==> src/rtl/pixcol_pkg.sv <==
package pixcol_pkg;
  typedef enum logic [1:0] {
    CMD_IDLE  = 2'b00,
    CMD_CLEAR = 2'b01,
    CMD_DRAIN = 2'b10,
    CMD_ARM   = 2'b11
  } col_cmd_e;
endpackage

==> src/rtl/pix_therm_enc.sv <==
module pix_therm_enc #(
  parameter int IN_W  = 7,
  parameter int OUT_W = $clog2(IN_W + 1)
) (
  input  logic [IN_W-1:0]  therm_i,
  output logic [OUT_W-1:0] bin_o
);
  // Count the set bits, so a code with bubbles still gives a bounded value.
  always_comb begin
    bin_o = '0;
    for (int i = 0; i < IN_W; i++) begin
      bin_o = bin_o + OUT_W'(therm_i[i]);
    end
  end
endmodule

==> src/rtl/pix_cell.sv <==
module pix_cell #(
  parameter int THERM_W = 7,
  parameter int AMP_W   = $clog2(THERM_W + 1)
) (
  input  logic               clk,
  input  logic               rst_n,
  input  logic               clear_i,
  input  logic               arm_i,
  input  logic               hit_i,
  input  logic               inject_i,
  input  logic               kill_i,
  input  logic [THERM_W-1:0] therm_i,
  input  logic               snap_i,
  input  logic               take_i,
  output logic               held_o,
  output logic               pend_o,
  output logic [AMP_W-1:0]   amp_o
);
  logic [AMP_W-1:0] amp_enc;
  logic             strike;
  logic             capture;

  pix_therm_enc #(.IN_W(THERM_W), .OUT_W(AMP_W)) u_enc (
    .therm_i (therm_i),
    .bin_o   (amp_enc)
  );

  assign strike  = arm_i & (hit_i | inject_i) & ~kill_i;
  assign capture = strike & (~held_o | take_i);

  always_ff @(posedge clk or negedge rst_n) begin
    if (!rst_n) begin
      held_o <= 1'b0;
      pend_o <= 1'b0;
      amp_o  <= '0;
    end else if (clear_i) begin
      held_o <= 1'b0;
      pend_o <= 1'b0;
      amp_o  <= '0;
    end else begin
      if (capture) begin
        held_o <= 1'b1;
        amp_o  <= amp_enc;
      end else if (take_i) begin
        held_o <= 1'b0;
      end
      if (take_i)      pend_o <= 1'b0;
      else if (snap_i) pend_o <= held_o;
    end
  end

  // a killed cell never turns on its hit latch
  a_r3_kill_blocks: assert property (@(posedge clk) disable iff (!rst_n)
    $rose(held_o) |-> !$past(kill_i));

  // an unread hit keeps its first amplitude
  a_r10_first_hit_kept: assert property (@(posedge clk) disable iff (!rst_n)
    (held_o && !take_i && !clear_i) |=> (held_o && $stable(amp_o)));

  // a cell in the pass snapshot always still holds its hit
  a_r7_pend_in_held: assert property (@(posedge clk) disable iff (!rst_n)
    pend_o |-> held_o);
endmodule

==> src/rtl/pix_token_chain.sv <==
module pix_token_chain #(
  parameter int ROWS   = 128,
  parameter int AMP_W  = 3,
  parameter int ADDR_W = $clog2(ROWS)
) (
  input  logic [ROWS-1:0]       req_i,
  input  logic [ROWS*AMP_W-1:0] amp_i,
  output logic [ROWS-1:0]       grant_o,
  output logic                  any_o,
  output logic                  last_o,
  output logic [ADDR_W-1:0]     row_o,
  output logic [AMP_W-1:0]      amp_o
);
  logic [ROWS:0] tok;

  assign tok[0] = 1'b1;

  // The token passes a cell that makes no request and is taken by the first one that does.
  for (genvar g = 0; g < ROWS; g++) begin : g_link
    assign grant_o[g] = tok[g] & req_i[g];
    assign tok[g+1]   = tok[g] & ~req_i[g];
  end

  assign any_o  = ~tok[ROWS];
  assign last_o = any_o & ~|(req_i & ~grant_o);

  always_comb begin
    row_o = '0;
    amp_o = '0;
    for (int i = 0; i < ROWS; i++) begin
      if (grant_o[i]) begin
        row_o = row_o | ADDR_W'(i);
        amp_o = amp_o | amp_i[i*AMP_W +: AMP_W];
      end
    end
  end
endmodule

==> src/rtl/pixcol_readout.sv <==
module pixcol_readout
  import pixcol_pkg::*;
#(
  parameter int ROWS    = 128,
  parameter int THERM_W = 7,
  parameter int AMP_W   = $clog2(THERM_W + 1),
  parameter int ADDR_W  = $clog2(ROWS)
) (
  input  logic                    clk,
  input  logic                    rst_n,
  input  logic [1:0]              cmd_i,
  input  logic                    bco_tick_i,
  input  logic [ROWS-1:0]         hit_i,
  input  logic [ROWS-1:0]         inject_i,
  input  logic [ROWS-1:0]         kill_i,
  input  logic [ROWS*THERM_W-1:0] therm_i,
  output logic                    out_valid_o,
  input  logic                    out_ready_i,
  output logic [ADDR_W-1:0]       out_row_o,
  output logic [AMP_W-1:0]        out_amp_o,
  output logic                    col_done_o,
  output logic                    fast_or_o
);
  col_cmd_e cmd;
  logic is_drain, is_clear, arm;
  logic pass_active, snap, fire;
  logic any_pend, last_pend;
  logic [ROWS-1:0]       held, pend, grant, take;
  logic [ROWS*AMP_W-1:0] amp_flat;

  assign cmd      = col_cmd_e'(cmd_i);
  assign is_drain = (cmd == CMD_DRAIN);
  assign is_clear = (cmd == CMD_CLEAR);
  assign arm      = bco_tick_i & ((cmd == CMD_ARM) | is_drain);

  for (genvar r = 0; r < ROWS; r++) begin : g_cell
    pix_cell #(.THERM_W(THERM_W), .AMP_W(AMP_W)) u_cell (
      .clk      (clk),
      .rst_n    (rst_n),
      .clear_i  (is_clear),
      .arm_i    (arm),
      .hit_i    (hit_i[r]),
      .inject_i (inject_i[r]),
      .kill_i   (kill_i[r]),
      .therm_i  (therm_i[r*THERM_W +: THERM_W]),
      .snap_i   (snap),
      .take_i   (take[r]),
      .held_o   (held[r]),
      .pend_o   (pend[r]),
      .amp_o    (amp_flat[r*AMP_W +: AMP_W])
    );
  end

  pix_token_chain #(.ROWS(ROWS), .AMP_W(AMP_W), .ADDR_W(ADDR_W)) u_token (
    .req_i   (pend),
    .amp_i   (amp_flat),
    .grant_o (grant),
    .any_o   (any_pend),
    .last_o  (last_pend),
    .row_o   (out_row_o),
    .amp_o   (out_amp_o)
  );

  assign snap        = is_drain & ~pass_active & (|held);
  assign out_valid_o = pass_active & is_drain & any_pend;
  assign fire        = out_valid_o & out_ready_i;
  assign take        = grant & {ROWS{fire}};
  assign fast_or_o   = |held;

  always_ff @(posedge clk or negedge rst_n) begin
    if (!rst_n) begin
      pass_active <= 1'b0;
      col_done_o  <= 1'b0;
    end else if (is_clear) begin
      pass_active <= 1'b0;
      col_done_o  <= 1'b0;
    end else begin
      col_done_o <= fire & last_pend;
      if (snap)                   pass_active <= 1'b1;
      else if (fire && last_pend) pass_active <= 1'b0;
    end
  end

  // the token grants at most one cell
  a_r4_one_grant: assert property (@(posedge clk) disable iff (!rst_n)
    $onehot0(grant));

  // an offered word holds under back-pressure
  a_r5_stall_hold: assert property (@(posedge clk) disable iff (!rst_n)
    (out_valid_o && !out_ready_i) |=>
      (!is_drain || (out_valid_o && $stable(out_row_o) && $stable(out_amp_o))));

  // the done flag is a single-cycle pulse with no word offered
  a_r6_done_pulse: assert property (@(posedge clk) disable iff (!rst_n)
    col_done_o |=> !col_done_o);
  a_r6_done_no_valid: assert property (@(posedge clk) disable iff (!rst_n)
    col_done_o |-> !out_valid_o);

  // the clear command empties the column
  a_r8_clear_empties: assert property (@(posedge clk) disable iff (!rst_n)
    is_clear |=> (!fast_or_o && !out_valid_o && !col_done_o));

  // an offered word implies an unread hit
  a_r9_valid_has_fastor: assert property (@(posedge clk) disable iff (!rst_n)
    out_valid_o |-> fast_or_o);
endmodule

==> config.mk <==
export PLATFORM = sky130hd
export DESIGN_NAME = pixcol_readout
export DESIGN_NICKNAME = d
export VERILOG_FILES = /design/src/rtl/pixcol_pkg.sv /design/src/rtl/pix_therm_enc.sv /design/src/rtl/pix_cell.sv /design/src/rtl/pix_token_chain.sv /design/src/rtl/pixcol_readout.sv
export SDC_FILE = /design/constraint.sdc
export NUM_CORES = 2
export LEC_CHECK = 0
export ABC_AREA = 1
export BUFFER_PORTS_ARGS = -buffer_cell sky130_fd_sc_hd__buf_2
export CAP_MARGIN = 20
export CORE_AREA = 5 5 496 498
export DETAILED_ROUTE_END_ITERATION = 16
export DIE_AREA = 0 0 501 503
export PLACE_DENSITY = 0.37
export SYNTH_ARGS = -nofsm -noshare
export SYNTH_HDL_FRONTEND = slang
export SYNTH_SLANG_ARGS = --single-unit
==> constraint.sdc <==
create_clock -name clk -period 14.6 [get_ports clk]
set_clock_uncertainty 0.15 [all_clocks]
set_input_delay 2.19 -clock clk [delete_from_list [all_inputs] [get_ports clk]]
set_output_delay 2.19 -clock clk [all_outputs]
set_load 0.005 [all_outputs]
==> qor.yml <==
outcome:
  status: "finished, final reports clean"
sta:
  min_period_over_period_pct: 94.2
  setup_violations: 0
  final-hold-violation-count: 0
  timing.final.crit_period_ns: 13.76
  slew_headroom_pct: 20.6
  worst_pin_slew_ns: 1.18
  fin_setup_tns_ns: 0
  slew_violations: 0
  hold_slack_ns: 0.346
  max_freq_mhz: 72.7
yosys:
  avgSynthCellArea_um2: 8.45
  synth_largest_area_cell: "dfrtp_1"
  synth_fp_nets: 7726
  ys_ff_latch: 642
  ys_top_cells_by_count: "1,082 x inv_1, 1,034 x nand2_1, 660 x nand3_1"
  yosysWarnings: 0
  synth.most_common_cell: "inv_1"
  ys.flop_type: "dfrtp_1"
  ys_types: 40
  synth_top_area_share_pct: 32.1
  synthArstFlopShare_pct: 100
  synth.area.top_cells: "dfrtp_1 32%, fa_1 20%, inv_1 8.1%"
  syn_inst: 5928
  synth_edf_count: 0
  syn-cell-area_um2: 50100
  yosysSeqAreaShare_pct: 32.1
placement:
  dp.cells: 10300
  hpwl_um: 204000
  gp_congestion: 0.921
  port_buffers: 1298
global_routing:
  grt_pass1_wl_um: 339000
  grt_usage_pct: 18.5
  grt_pass1_vias: 47700
  grt_start_max_net_pins: 168
  overflow: 0
  grt_antenna_before_repair: 83
finish:
  stdcell_count: 10500
  syn2layout_area_growth_pct: 27.3
  fin_nets: 9028
  fillers: 26500
  drive_gt1_share_pct: 26.5
die:
  row_count: 181
  core_um2: 242000
  die_w_um: 501
  dieArea_um2: 252000
  pin_count: 1299
  start_util_pct: 20.7
  die_height_um: 503
cts:
  clk_path_buf_depth: 3
  clk_pin_slew_ns: 0.06
  cts_tree: "yes"
  holdBufCountCts: 0
  worstSkewPairLatency_ns: 0.72
  cts.sinks: 642
  htree_levels: 3
  cts_root_buf: "clkbuf_16"
  cts_buffers: 86
drt:
  via_count: 46000
  drc_errors: 0
  drtAntennaViolNets: 0
  wire_per_inst_um: 22.8
  first_iter_violations: 2739
  first_pass_iters: 6
  wirelength_um: 240000
  viasPerCell: 4.37
critical_path:
  cp_slowest_cell: "dfrtp_2"
  crit_arrival_ns: 11.42
  r2r_start: "g_cell[1].u_cell.pend_o"
  critPathRequiredTime_ns: 12.26
  r2r_slack_ns: 2.76
  r2r_end: "g_cell[98].u_cell.amp_o[0]"
  crit_fanout: 6
  end_kind: "primary output"
  max_stage_delay_ns: 0.43
  timing.critical_path.from: "g_cell[0].u_cell.pend_o"
  crit_top_cell: "nand4_1"
  reg2reg_depth: 71
  critPathKind: "register to primary output"
  cp-start-kind: "register"
power:
  leakage_nw: 33.5
  p_per_area_nw_per_um2: 106
  peakVddDrop_mv: 0.0777
  power_mw: 6.77
hold_path:
  hold_path.class: "register to register"
  holdPathStages: 2
  min_from: "g_cell[71].u_cell.amp_o[2]"
  min_to: "g_cell[71].u_cell.amp_o[2]"
run:
  maxCapViolCount: 0
flip-flops by register name (all words and copies together), names as in the netlist:
| register | cells |
|---|---|
| g_cell.u_cell.amp_o | 384 |
| col_done_o | 1 |
| g_cell.u_cell.pend_o | 128 |
| g_cell.u_cell.held_o | 128 |
| pass_active | 1 |
through the flow:
stage / cell area [µm²] / util (%) / setup slack, ns
floorplan: 50100 / - / 3.78
global placement: 60300 / 25.0 / 0.720
detailed placement: 60300 / 25.0 / 0.452
CTS: 63300 / 26.2 / 0.0309
global route: 63800 / 26.4 / -0.0636
finish: 63800 / 26.4 / 0.843
area by class of cell:
| type | count | area [µm²] | share of cell area [%] |
|---|---|---|---|
| multi-input combinational | 4062 | 29600 | 46.4 |
| sequential | 642 | 16100 | 25.2 |
| timing repair buffer | 1355 | 7030 | 11.0 |
| inverter | 1083 | 4080 | 6.39 |
| tap | 3202 | 4010 | 6.28 |
| clock buffer | 123 | 2460 | 3.86 |
| clock inverter | 36 | 485 | 0.761 |
| antenna | 22 | 55.1 | 0.0863 |
repair_timing:
action                     CTS  global route
setup endpoints to repair    7            11
setup buffers                0             3
gates resized for setup      7            80
pin swaps                    0            17
power breakdown:
group	total (mW)	internal (mW)	leakage, nW	switching [mW]
registers	2.21	2.00	8.60	0.212
logic	2.33	0.885	23.5	1.45
clock network	2.23	1.31	1.42	0.917
total	6.77	4.19	33.5	2.58
worst max-delay path by stage:
stage	slack [ns]	endpoint	cells after the start
after detailed placement	0.45	out_row_o[4]	68
after global routing	-0.06	out_row_o[4]	68
after CTS	0.03	out_amp_o[2]	69
after floorplan	3.78	out_row_o[3]	68
final	0.84	out_amp_o[2]	69
after global placement	0.72	out_row_o[4]	68
logic make-up (layout without fill, tap and decap cells):
| group | count (synthesis) | in the layout | synth area share, % |
|---|---|---|---|
| AOI/OAI and AO/OA | 164 | 164 | 1.71 |
| buffers and inverters | 1224 | 2597 | 9.81 |
| and+or+nand+nor | 3386 | 3386 | 36.0 |
| adders and majority gates | 512 | 512 | 20.5 |
| DFF | 642 | 642 | 32.1 |
| other | 0 | 22 | 0 |
routing by layer:
metal	track usage, %	part of all wire [%]	vias up
met5	0	0.032	-
met2	32.2	49	1462
met1	24.0	43	22600
li1	-	-	21600
met3	2.81	5.1	250
met4	4.35	2.5	12
layout by cell type (no fill, tap or decap), drive strengths merged, types with 2 or more instances in the layout:
| cell type | synthesis | layout |
|---|---|---|
| clkbuf | 46 | 124 |
| nand3b | 385 | 385 |
| bufinv | 0 | 7 |
| a31oi | 2 | 2 |
| a21oi | 8 | 8 |
| o2111ai | 5 | 5 |
| nand4 | 337 | 337 |
| diode | 0 | 22 |
| inv | 1082 | 1086 |
| or4 | 9 | 9 |
| clkinvlp | 0 | 8 |
| nand2 | 1188 | 1188 |
| nor4 | 55 | 55 |
| buf | 81 | 1354 |
| clkinv | 1 | 18 |
| nand3 | 661 | 661 |
| dfrtp | 642 | 642 |
| o21ai | 145 | 145 |
| fa | 512 | 512 |
| nor3 | 144 | 144 |
| nor2 | 603 | 603 |
worst max-delay path, delay by kind of cell (launching register included):
| kind | cells | cell delay [ns] |
|---|---|---|
| buffers and inverters | 3 | 0.44 |
| AND/OR/NAND/NOR | 63 | 9.29 |
| AO/OA/AOI/OAI | 3 | 0.55 |
| flip-flops | 1 | 0.43 |
No activity file was read; power rests on OpenSTA's default activity.
